**src/rtl/fwd_pkg.sv**
```systemverilog
package fwd_pkg;

    localparam int CFG_W = 9;

    // First field is the most significant bit: enable lands on bit 0.
    typedef struct packed {
        logic upd_static;
        logic pri_vid0;
        logic unk_vlan_nolearn;
        logic flood_host;
        logic vlan_aware;
        logic oui_deny;
        logic auth;
        logic bypass;
        logic enable;
    } fwd_cfg_t;

    typedef enum logic [2:0] {
        PATH_OFF    = 3'd0,
        PATH_BYPASS = 3'd1,
        PATH_DENY   = 3'd2,
        PATH_DIVERT = 3'd3,
        PATH_FWD    = 3'd4
    } fwd_path_e;

    function automatic logic oui_blocks(input logic deny_mode, input logic hit);
        return deny_mode ? !hit : hit;
    endfunction

endpackage

```
**src/rtl/fwd_vid_sel.sv**
```systemverilog
module fwd_vid_sel #(
    parameter int VID_W = 12
) (
    input  logic             pri_tagged,
    input  logic             use_zero,
    input  logic [VID_W-1:0] pkt_vid,
    input  logic [VID_W-1:0] dflt_vid,
    output logic [VID_W-1:0] vid
);
    always_comb begin
        if (!pri_tagged)
            vid = pkt_vid;
        else if (use_zero)
            vid = '0;
        else
            vid = dflt_vid;
    end
endmodule

```
**src/rtl/fwd_policy.sv**
```systemverilog
module fwd_policy
    import fwd_pkg::*;
#(
    parameter int NP   = 4,
    parameter int PW   = 2,
    parameter int HOST = 0
) (
    input  fwd_cfg_t        cfg,
    input  logic [PW-1:0]   src_port,
    input  logic [PW-1:0]   host_dest,
    input  logic            sa_found,
    input  logic            da_found,
    input  logic [PW-1:0]   da_port,
    input  logic            da_mcast,
    input  logic            da_super,
    input  logic            oui_hit,
    input  logic            sup_hit,
    input  logic [NP-1:0]   vlan_members,
    output logic [NP-1:0]   mask
);
    localparam logic [NP-1:0] HOST_BIT = NP'(1) << HOST;

    fwd_path_e     path;
    logic [NP-1:0] reach;
    logic [NP-1:0] fwd_mask;

    // Priority: enable, bypass, authorization, OUI filter, forwarding.
    always_comb begin
        if (!cfg.enable)
            path = PATH_OFF;
        else if (cfg.bypass)
            path = PATH_BYPASS;
        else if (cfg.auth && !sa_found && !(da_mcast && da_super))
            path = PATH_DENY;
        else if (oui_blocks(cfg.oui_deny, oui_hit) && !sup_hit)
            path = PATH_DIVERT;
        else
            path = PATH_FWD;
    end

    assign reach = cfg.vlan_aware ? vlan_members : '1;

    always_comb begin
        if (da_mcast)
            fwd_mask = reach;
        else if (da_found)
            fwd_mask = (NP'(1) << da_port) & reach;
        else if (cfg.flood_host)
            fwd_mask = reach;
        else
            fwd_mask = reach & ~HOST_BIT;
    end

    always_comb begin
        case (path)
            PATH_BYPASS: mask = (src_port == PW'(HOST)) ? (NP'(1) << host_dest) : HOST_BIT;
            PATH_DIVERT: mask = HOST_BIT;
            PATH_FWD:    mask = fwd_mask;
            default:     mask = '0;
        endcase
    end
endmodule

```
**src/rtl/fwd_learn_gate.sv**
```systemverilog
module fwd_learn_gate
    import fwd_pkg::*;
#(
    parameter int PW = 2
) (
    input  fwd_cfg_t      cfg,
    input  logic [PW-1:0] src_port,
    input  logic          sa_found,
    input  logic          sa_static,
    input  logic [PW-1:0] sa_port,
    input  logic          vlan_known,
    output logic          learn
);
    logic allowed;
    logic moved;
    logic movable;

    assign allowed = cfg.enable && !cfg.bypass && !cfg.auth
                     && !(cfg.unk_vlan_nolearn && !vlan_known);
    assign moved   = sa_port != src_port;
    assign movable = !sa_static || cfg.upd_static;
    assign learn   = allowed && (!sa_found || (moved && movable));
endmodule

```
**src/rtl/fwd_decide.sv**
```systemverilog
module fwd_decide
    import fwd_pkg::*;
#(
    parameter int NP    = 4,
    parameter int HOST  = 0,
    parameter int VID_W = 12,
    parameter int PW    = (NP > 1) ? $clog2(NP) : 1
) (
    input  logic             clk,
    input  logic             rst,
    input  logic             in_valid,
    input  logic [PW-1:0]    in_src_port,
    input  logic [CFG_W-1:0] in_cfg,
    input  logic [PW-1:0]    in_host_dest,
    input  logic             in_sa_found,
    input  logic             in_sa_static,
    input  logic [PW-1:0]    in_sa_port,
    input  logic             in_da_found,
    input  logic [PW-1:0]    in_da_port,
    input  logic             in_da_mcast,
    input  logic             in_da_super,
    input  logic             in_oui_hit,
    input  logic             in_sup_hit,
    input  logic             in_vlan_known,
    input  logic [NP-1:0]    in_vlan_members,
    input  logic             in_pri_tagged,
    input  logic [VID_W-1:0] in_pkt_vid,
    input  logic [VID_W-1:0] in_dflt_vid,
    output logic             out_valid,
    output logic [NP-1:0]    out_mask,
    output logic             out_drop,
    output logic             out_to_host,
    output logic             out_learn,
    output logic [PW-1:0]    out_learn_port,
    output logic [VID_W-1:0] out_vid
);
    fwd_cfg_t         cfg;
    logic [NP-1:0]    pol_mask;
    logic [NP-1:0]    strip;
    logic             learn_d;
    logic [VID_W-1:0] vid_d;

    assign cfg = fwd_cfg_t'(in_cfg);

    fwd_policy #(.NP(NP), .PW(PW), .HOST(HOST)) u_policy (
        .cfg          (cfg),
        .src_port     (in_src_port),
        .host_dest    (in_host_dest),
        .sa_found     (in_sa_found),
        .da_found     (in_da_found),
        .da_port      (in_da_port),
        .da_mcast     (in_da_mcast),
        .da_super     (in_da_super),
        .oui_hit      (in_oui_hit),
        .sup_hit      (in_sup_hit),
        .vlan_members (in_vlan_members),
        .mask         (pol_mask)
    );

    fwd_learn_gate #(.PW(PW)) u_learn (
        .cfg        (cfg),
        .src_port   (in_src_port),
        .sa_found   (in_sa_found),
        .sa_static  (in_sa_static),
        .sa_port    (in_sa_port),
        .vlan_known (in_vlan_known),
        .learn      (learn_d)
    );

    fwd_vid_sel #(.VID_W(VID_W)) u_vid (
        .pri_tagged (in_pri_tagged),
        .use_zero   (cfg.pri_vid0),
        .pkt_vid    (in_pkt_vid),
        .dflt_vid   (in_dflt_vid),
        .vid        (vid_d)
    );

    // No reflection: the ingress port bit is cleared after every policy path.
    for (genvar i = 0; i < NP; i++) begin : g_strip
        assign strip[i] = pol_mask[i] && (in_src_port != PW'(i));
    end

    always_ff @(posedge clk) begin
        if (rst) begin
            out_valid      <= 1'b0;
            out_mask       <= '0;
            out_drop       <= 1'b0;
            out_to_host    <= 1'b0;
            out_learn      <= 1'b0;
            out_learn_port <= '0;
            out_vid        <= '0;
        end else begin
            out_valid <= in_valid;
            if (in_valid) begin
                out_mask       <= strip;
                out_drop       <= (strip == '0);
                out_to_host    <= strip[HOST];
                out_learn      <= learn_d;
                out_learn_port <= in_src_port;
                out_vid        <= vid_d;
            end
        end
    end
endmodule

```
**config.mk**
```make
export PLATFORM = sky130hd
export DESIGN_NAME = fwd_decide
export DESIGN_NICKNAME = d
export VERILOG_FILES = /design/src/rtl/fwd_pkg.sv /design/src/rtl/fwd_vid_sel.sv /design/src/rtl/fwd_policy.sv /design/src/rtl/fwd_learn_gate.sv /design/src/rtl/fwd_decide.sv
export SDC_FILE = /design/constraint.sdc
export NUM_CORES = 1
export LEC_CHECK = 0
export BUFFER_PORTS_ARGS = -buffer_cell sky130_fd_sc_hd__buf_2
export CORE_AREA = 8 8 63 65
export DETAILED_ROUTE_END_ITERATION = 10
export DIE_AREA = 0 0 71 73
export GPL_ROUTABILITY_DRIVEN = 0
export PLACE_DENSITY_LB_ADDON = 0.3
export RECOVER_POWER = 50
export SLEW_MARGIN = 15
export SYNTH_ARGS = -nofsm -noshare
export SYNTH_HDL_FRONTEND = slang
export SYNTH_SLANG_ARGS = --single-unit
export TNS_END_PERCENT = 100
```
**constraint.sdc**
```tcl
create_clock -name clk -period 1.5 [get_ports clk]
set_input_delay 0.225 -clock clk [delete_from_list [all_inputs] [get_ports clk]]
set_output_delay 0.225 -clock clk [all_outputs]
set_load 0.005 [all_outputs]
```
==> summary.md, run 1 <==
| Metric | Value |
|---|---|
| Unrepaired setup endpoints after global routing | `no` |
| Design Area, Final | `1590 um^2` |
| Clock slew at reported path FFs | `between 100 and 150 ps` |
| Final Hold Fails | `0` |
| CP Depth | `5` |
| PD cells | `736 nW/um^2` |
| Post-Synth Adder-Cell Area | `0%` |
| Worst slew pin tran | `640 ps` |
| Mux cell area share after synthesis | `about 2.6%` |
| Number of max-cap violations | `0` |
| Clock skew | `0 ps` |
| Total track usage | `about an eighth` |
| Wirelength, routed | `roughly 3300 um` |
| Combinational power share | `25.2%` |
| Critical path destination | `out_vid[3]$_SDFFE_PP0P_` |
| Top delay family on crit path | `buffers and inverters` |
| List of most frequent post-synthesis cells | `dfxtp_1, nor2_1, nor2b_1, a21oi_1, a211oi_1` |
| CP max FO | `17` |
| Initial Util | `39.3%` |
| Endpoint class of the critical path | `flip-flop` |
| Crit path launch | `in_valid` |
| Clock share of power | `between 20% and 30%` |
| Fin crit share | `about 75%` |
| Status | `finished clean` |
| Post-Synthesis Cells | `~150` |
| Post-route ant nets | `0` |
| Top post-synthesis cells by area | `dfxtp_1, nor2b_1, a211oi_1` |
| Largest stage delay, worst path | `between 500 and 600 ps` |
| Required @ worst endpoint | `approximately 1700 ps` |
| Post-synth EDFFs | `0` |
| Post-synthesis average cell area | `between 7 and 8 um^2` |
| First-pass DRT Iterations | `4` |
| First-pass GRT wire length | `approximately 5500 um` |
| Hold_buf cts | `0` |
| Largest family of logic cells by synthesized area | `compound AO/OA/AOI/OAI gates` |
| Count of cell types in the netlist | `30` |
| ANT cells | `0` |
| YS warnings | `0` |
| Synth Area in Compound Gates | `a little over a quarter` |
| Die height | `about 73 um` |
| Sequential Power Share | `52.1%` |
| Vias per cell | `~5` |
| Area Growth Syn to Fin | `37.0%` |
| Width of the die | `approximately 71 um` |
| Slew HR | `57.4%` |
| Vias in the first global route | `around 1,300` |
| Setup TNS | `0 ps` |
| Clock sinks | `21` |
| Reg2Reg Setup Slack | `around 740 ps` |
| Global route overflow | `0` |
| Maximum vdd drop | `between 0.0002 and 0.0003 V` |
| Initial antenna violation count | `0` |
| Critical-path top delay cell | `clkbuf_1` |
| Initial DRC count | `29` |
| Area post-placement | `about 1600 um^2` |
| Vias | `between 1,000 and 1,500` |
| Residual DRC count | `0` |
| Achievable frequency | `885 MHz` |
| Crit Path Class | `in2reg` |
| CP cell instances | `buf_2, clkbuf_1, o221ai_1, o21ai_0, nor2_1` |
| Number of CTS-inserted buffers | `3` |
| Mapped Nets | `206` |
| Core area | `about 3000 um^2` |
| Worst path arrival time | `between 1000 and 1500 ps` |
| Bufs on Longest Clock Path | `2` |
| PortBufs | `78` |
| Placement Rows | `20` |
| Post-CTS Setup Inserts | `0` |
| Pins Over Slew Limit | `0` |
| IO Count | `a little under 80` |
| Flops & latches, synth | `21` |
| Seq/Total Area, Yosys | `a little over a third` |
| Synthesized area | `1160 um^2` |
| RR Endpoint | `out_drop$_SDFFE_PP0P_` |
| HP Class | `in2reg` |
| WP buf/inv | `2` |
| Reg-to-Reg Start | `out_drop$_SDFFE_PP0P_` |
| WL/cell | `between 10 and 15 um` |
| Area leader, netlist | `dfxtp_1` |
| HPWL Detailed | `roughly 2800 um` |
| R2R depth | `2` |
| Top-count cell post-synth | `dfxtp_1` |
| Layout cell share with drive strength beyond 1 | `between 30% and 40%` |
| Synth Area in XOR/XNOR | `around 2.3%` |
| Final net count | `roughly 280` |
| Root Driver | `clkbuf_4` |
| Pleak | `approximately 0.77 nW` |
| CTS tree | `done` |
| Final worst path period need | `1130 ps` |
| Yosys top cell area share | `36.2%` |
| Final setup fails | `0` |
| Largest net degree at the start of global routing | `23` |
| Top FF cell, synth | `dfxtp_1` |
| Simple-Gate Fraction of Synth Area | `around a quarter` |
| Worst-Skew Late Latency | `~290 ps` |
| Internal power | `approximately 840 uW` |
| Post-CTS Resized | `0` |
| Switching share of power | `between 20 and 30%` |
| Crit path launch type | `input pin` |
| Switching pwr | `approximately 330 uW` |
| Number of H-tree levels | `1` |
| Die footprint | `approximately 5200 um^2` |
| Synth async-reset ratio | `0%` |
[through the flow]
step / util, % / std cells / hold slack [ps] / total power [mW] / setup WS, ps
final: 53.9 / 258 / 233 / 1.17 / 369
after global routing: 53.9 / 258 / 239 / 1.25 / 213
after CTS: 54.3 / 258 / 226 / 1.20 / 406
after detailed placement: 53.3 / 254 / 468 / 0.925 / 74.6
after global placement: 53.3 / 254 / 465 / 0.921 / 93.9
after floorplan: - / 149 / 413 / 0.782 / 195
[worst register-to-register path: stages, from the launching register on]
cell and delay [ps]:
dfxtp_1 330, nor3b_1 130, a31o_1 210
[power groups by stage]
| stage | logic, mW | clock network (mW) | registers (mW) |
|---|---|---|---|
| 2_1_floorplan | 0.155 | 0 | 0.627 |
| 5_1_grt | 0.334 | 0.305 | 0.615 |
| 3_3_place_gp | 0.300 | 0 | 0.621 |
| 3_5_place_dp | 0.303 | 0 | 0.622 |
| 4_1_cts | 0.304 | 0.282 | 0.610 |
| 6_report | 0.295 | 0.266 | 0.609 |
[cell families after synthesis]
family                    count (synthesis)
muxes                                     3
AOI/OAI and AO/OA                        46
buffers and inverters                    19
and+or+nand+nor                          57
DFF                                      21
xor gates and xnor gates                  3
[area by class of cell]
class                      instances  area (um^2)
clock buffer                       3         22.5
clock inverter                     1         5.00
sequential                        21          420
inverter                           8         30.0
timing repair buffer              83          415
tap                               33         41.3
multi-input combinational        109          656
fill                             317         1360
[registers in the layout (all words and copies together), names as in the netlist]
| register | count |
|---|---|
| out_learn | 1 |
| out_learn_port | 2 |
| out_valid | 1 |
| out_mask | 4 |
| out_vid | 12 |
| out_drop | 1 |
[worst min path at each step]
stage	start	end	slack, ps	depth (start not counted)
final	in_src_port[0]	out_learn_port[0]$_SDFFE_PP0P_	230	3
after detailed placement	out_mask[1]$_SDFFE_PP0P_	out_mask[1]$_SDFFE_PP0P_	470	2
after global routing	in_dflt_vid[0]	out_vid[0]$_SDFFE_PP0P_	240	3
after CTS	in_src_port[0]	out_learn_port[0]$_SDFFE_PP0P_	230	3
after global placement	out_mask[1]$_SDFFE_PP0P_	out_mask[1]$_SDFFE_PP0P_	460	2
after floorplan	in_valid	out_mask[0]$_SDFFE_PP0P_	410	3
[layout by cell type (no fill, tap or decap)]
cell type	n
o22ai_1	3
a221oi_2	1
a211oi_1	13
clkbuf_4	3
a21oi_1	15
clkinv_2	1
nor3b_1	2
nand2b_1	4
nor4b_2	1
inv_1	8
buf_4	3
buf_2	74
nor2_1	20
nand3_1	1
clkbuf_1	6
o32ai_1	1
o21ai_1	1
a22oi_1	3
nor2b_1	17
nand4_1	1
xor2_1	3
o21ai_0	4
nor3_1	1
a31o_1	2
dfxtp_1	21
a2111oi_0	1
a31oi_1	1
o221ai_1	1
mux2i_1	3
nand2_1	9
nor4b_1	1
[per-layer routing]
layer	routed length, um	track usage (%)
met3	278	3.57
met1	1510	14.8
met2	1520	21.5
met5	0	0
met4	27	4.85
Power figures use the tool's default switching activity.
==> run 2, diff against run 1 <==
Settings changed: ABC_AREA set to 1, CORE_AREA 8 8 63 65 to 8 8 62 64, DIE_AREA 0 0 71 73 to 0 0 70 72.
Clock period 1.5 ns to 1.13 ns, I/O delays scaled along.
==> summary.md, run 2 <==
| Metric | Value |
|---|---|
| Status | `finished clean` |
| Setup TNS | `0 ps` |
| Clock skew | `0 ps` |
| Synth async-reset ratio | `0%` |
| Crit Path Class | `reg2out` |
| HPWL Detailed | `roughly 2800 um` |
| CP cell instances | `buf_2` |
| First-pass DRT Iterations | `4` |
| CP max FO | `3` |
| WP buf/inv | `1` |
| Unrepaired setup endpoints after global routing | `no` |
| Final worst path period need | `about 970 ps` |
| Largest net degree at the start of global routing | `20` |
| Initial DRC count | `between 50 and 60` |
| Post-Synthesis Cells | `roughly 170` |
| Placement Rows | `20` |
| List of most frequent post-synthesis cells | `nand2_1, a21oi_1, dfxtp_1, o21ai_0, inv_1` |
| PortBufs | `78` |
| Vias | `~1,300` |
| Worst path arrival time | `800 ps` |
| Count of cell types in the netlist | `22` |
| Top post-synthesis cells by area | `dfxtp_1, a21oi_1, nand2_1` |
| Clock slew at reported path FFs | `110 ps` |
| Critical-path top delay cell | `dfxtp_1` |
| Most flops, register | `out_vid` |
| HP Class | `in2reg` |
| RR Endpoint | `out_mask[0]$_SDFFE_PP0P_` |
| Top-count cell post-synth | `nand2_1` |
| Post-synthesis average cell area | `roughly 6.6 um^2` |
| Switching pwr | `approximately 430 uW` |
| PD cells | `982 nW/um^2` |
| Width of the die | `~70 um` |
| Synthesized area | `roughly 1100 um^2` |
| Residual DRC count | `0` |
| Vias per cell | `4.69` |
| Maximum vdd drop | `about 0.0007 V` |
| Reg-to-Reg Start | `out_mask[0]$_SDFFE_PP0P_` |
| Final net count | `just over 300` |
| Crit path launch | `out_mask[0]$_SDFFE_PP0P_` |
| R2R depth | `2` |
| Flops & latches, synth | `21` |
| Layout cell share with drive strength beyond 1 | `37.3%` |
| Mapped Nets | `around 230` |
| Sequential Power Share | `a little over half` |
| Hold_ws | `roughly 63 ps` |
| Final setup fails | `0` |
| Pins Over Slew Limit | `0` |
| Top FF cell, synth | `dfxtp_1` |
| Top delay family on crit path | `flip-flops` |
| YS warnings | `0` |
| Most common cell after layout, fill and taps aside | `buf_2` |
| Required @ worst endpoint | `roughly 960 ps` |
| Number of H-tree levels | `1` |
| Critical path destination | `out_to_host` |
| Reg2Reg Setup Slack | `470 ps` |
| Post-CTS Setup Inserts | `0` |
| Initial Util | `between 30% and 40%` |
| WL/cell | `between 10 and 15 um` |
| Root Driver | `clkbuf_4` |
| Post-synth EDFFs | `0` |
| Yosys top cell area share | `about 38%` |
| Top Registers | `out_vid: 12 flops, out_mask: 4 flops, out_learn_port: 2 flops` |
| Total track usage | `between 10% and 20%` |
| Switching share of power | `27.7%` |
| Area leader, netlist | `dfxtp_1` |
| CP Depth | `1` |
| Number of max-cap violations | `0` |
| WHS Path Cells | `2` |
| Seq/Total Area, Yosys | `37.6%` |
| Global route overflow | `0` |
| Pleak | `approximately 0.85 nW` |
| Bufs on Longest Clock Path | `2` |
| Slew HR | `between 60 and 70%` |
| GR peak layer | `met2` |
| Fin crit share | `a little under nine tenths` |
| Number of flip-flops in the largest register | `12` |
| Initial antenna violation count | `0` |
| Achievable frequency | `1030 MHz` |
| Die height | `between 70 and 80 um` |
| Hold_buf cts | `0` |
| Worst slew pin tran | `462 ps` |
| Worst-Skew Late Latency | `between 200 and 300 ps` |
| Final Hold Fails | `0` |
| Core area | `about 2900 um^2` |
| Clock share of power | `about 22%` |
| Grt met3 use | `about 5%` |
| IO Count | `between 70 and 80` |
| Most frequent cells in the layout | `buf_2, a21oi_1, nand2_1, dfxtp_1, o21ai_0` |
| Area Growth Syn to Fin | `39.9%` |
| Vias in the first global route | `~1,300` |
| Endpoint class of the critical path | `primary output` |
| Crit path launch type | `flip-flop` |
| Combinational power share | `25.0%` |
| Number of CTS-inserted buffers | `3` |
| CTS tree | `done` |
| Internal power | `between 1 and 1.5 mW` |
| Wirelength, routed | `~3400 um` |
| Met2 Use GR | `roughly 22%` |
| Clock sinks | `21` |
| First-pass GRT wire length | `~5600 um` |
| ANT cells | `0` |
| Post-route ant nets | `0` |
| Post-CTS Resized | `0` |
| Die footprint | `between 5000 and 6000 um^2` |
| Largest stage delay, worst path | `between 300 and 400 ps` |
| Met1 usage | `about 14%` |
==> run 2: final cells by class <==
class	instances	area, um^2
Fill cell	312	1340
Multi-Input combinational cell	122	579
Timing Repair Buffer	84	430
Sequential cell	21	420
Inverter	18	67.6
Tap cell	33	41.3
Clock buffer	4	26.3
==> run 2: per-stage QoR <==
step	power [mW]	cell area [um^2]	setup slack [ps]	util [%]	std cells
after global routing	1.66	1570	99.6	53.9	282
after floorplan	1.02	1120	186	-	169
after CTS	1.57	1580	143	54.4	282
after detailed placement	1.23	1550	0.580	53.5	278
final	1.54	1570	161	53.9	282
after global placement	1.22	1550	30.6	53.5	278
==> run 2: how the worst min path moves through the flow <==
stage / start / end / slack, ps
floorplan: rst / out_drop$_SDFFE_PP0P_ / 230
global placement: rst / out_drop$_SDFFE_PP0P_ / 370
detailed placement: rst / out_drop$_SDFFE_PP0P_ / 370
CTS: rst / out_drop$_SDFFE_PP0P_ / 50
global route: rst / out_drop$_SDFFE_PP0P_ / 40
finish: rst / out_valid$_SDFF_PP0_ / 60
==> run 2: cell families (layout without fill, tap and decap cells) <==
kind of cell | count (synthesis) | count (layout) | synth area share (%)
and+or+nand+nor | 62 | 62 | 24.2
AOI/OAI and AO/OA | 58 | 58 | 27.0
buffers and inverters | 26 | 106 | 9.73
DFF | 21 | 21 | 37.6
xor gates and xnor gates | 2 | 2 | 1.57
==> run 2: layer usage <==
metal / wire length, um / share of wire (%)
met1: 1450 / 43
met2: 1630 / 48
met5: 0 / 0
met4: 44 / 1.3
met3: 272 / 8.0
==> run 2: power by group through the flow <==
stage | clock network (mW) | logic (mW) | registers (mW)
2_1_floorplan | 0 | 0.188 | 0.835
6_report | 0.342 | 0.384 | 0.812
5_1_grt | 0.402 | 0.434 | 0.819
3_3_place_gp | 0 | 0.393 | 0.827
4_1_cts | 0.363 | 0.398 | 0.812
3_5_place_dp | 0 | 0.396 | 0.829
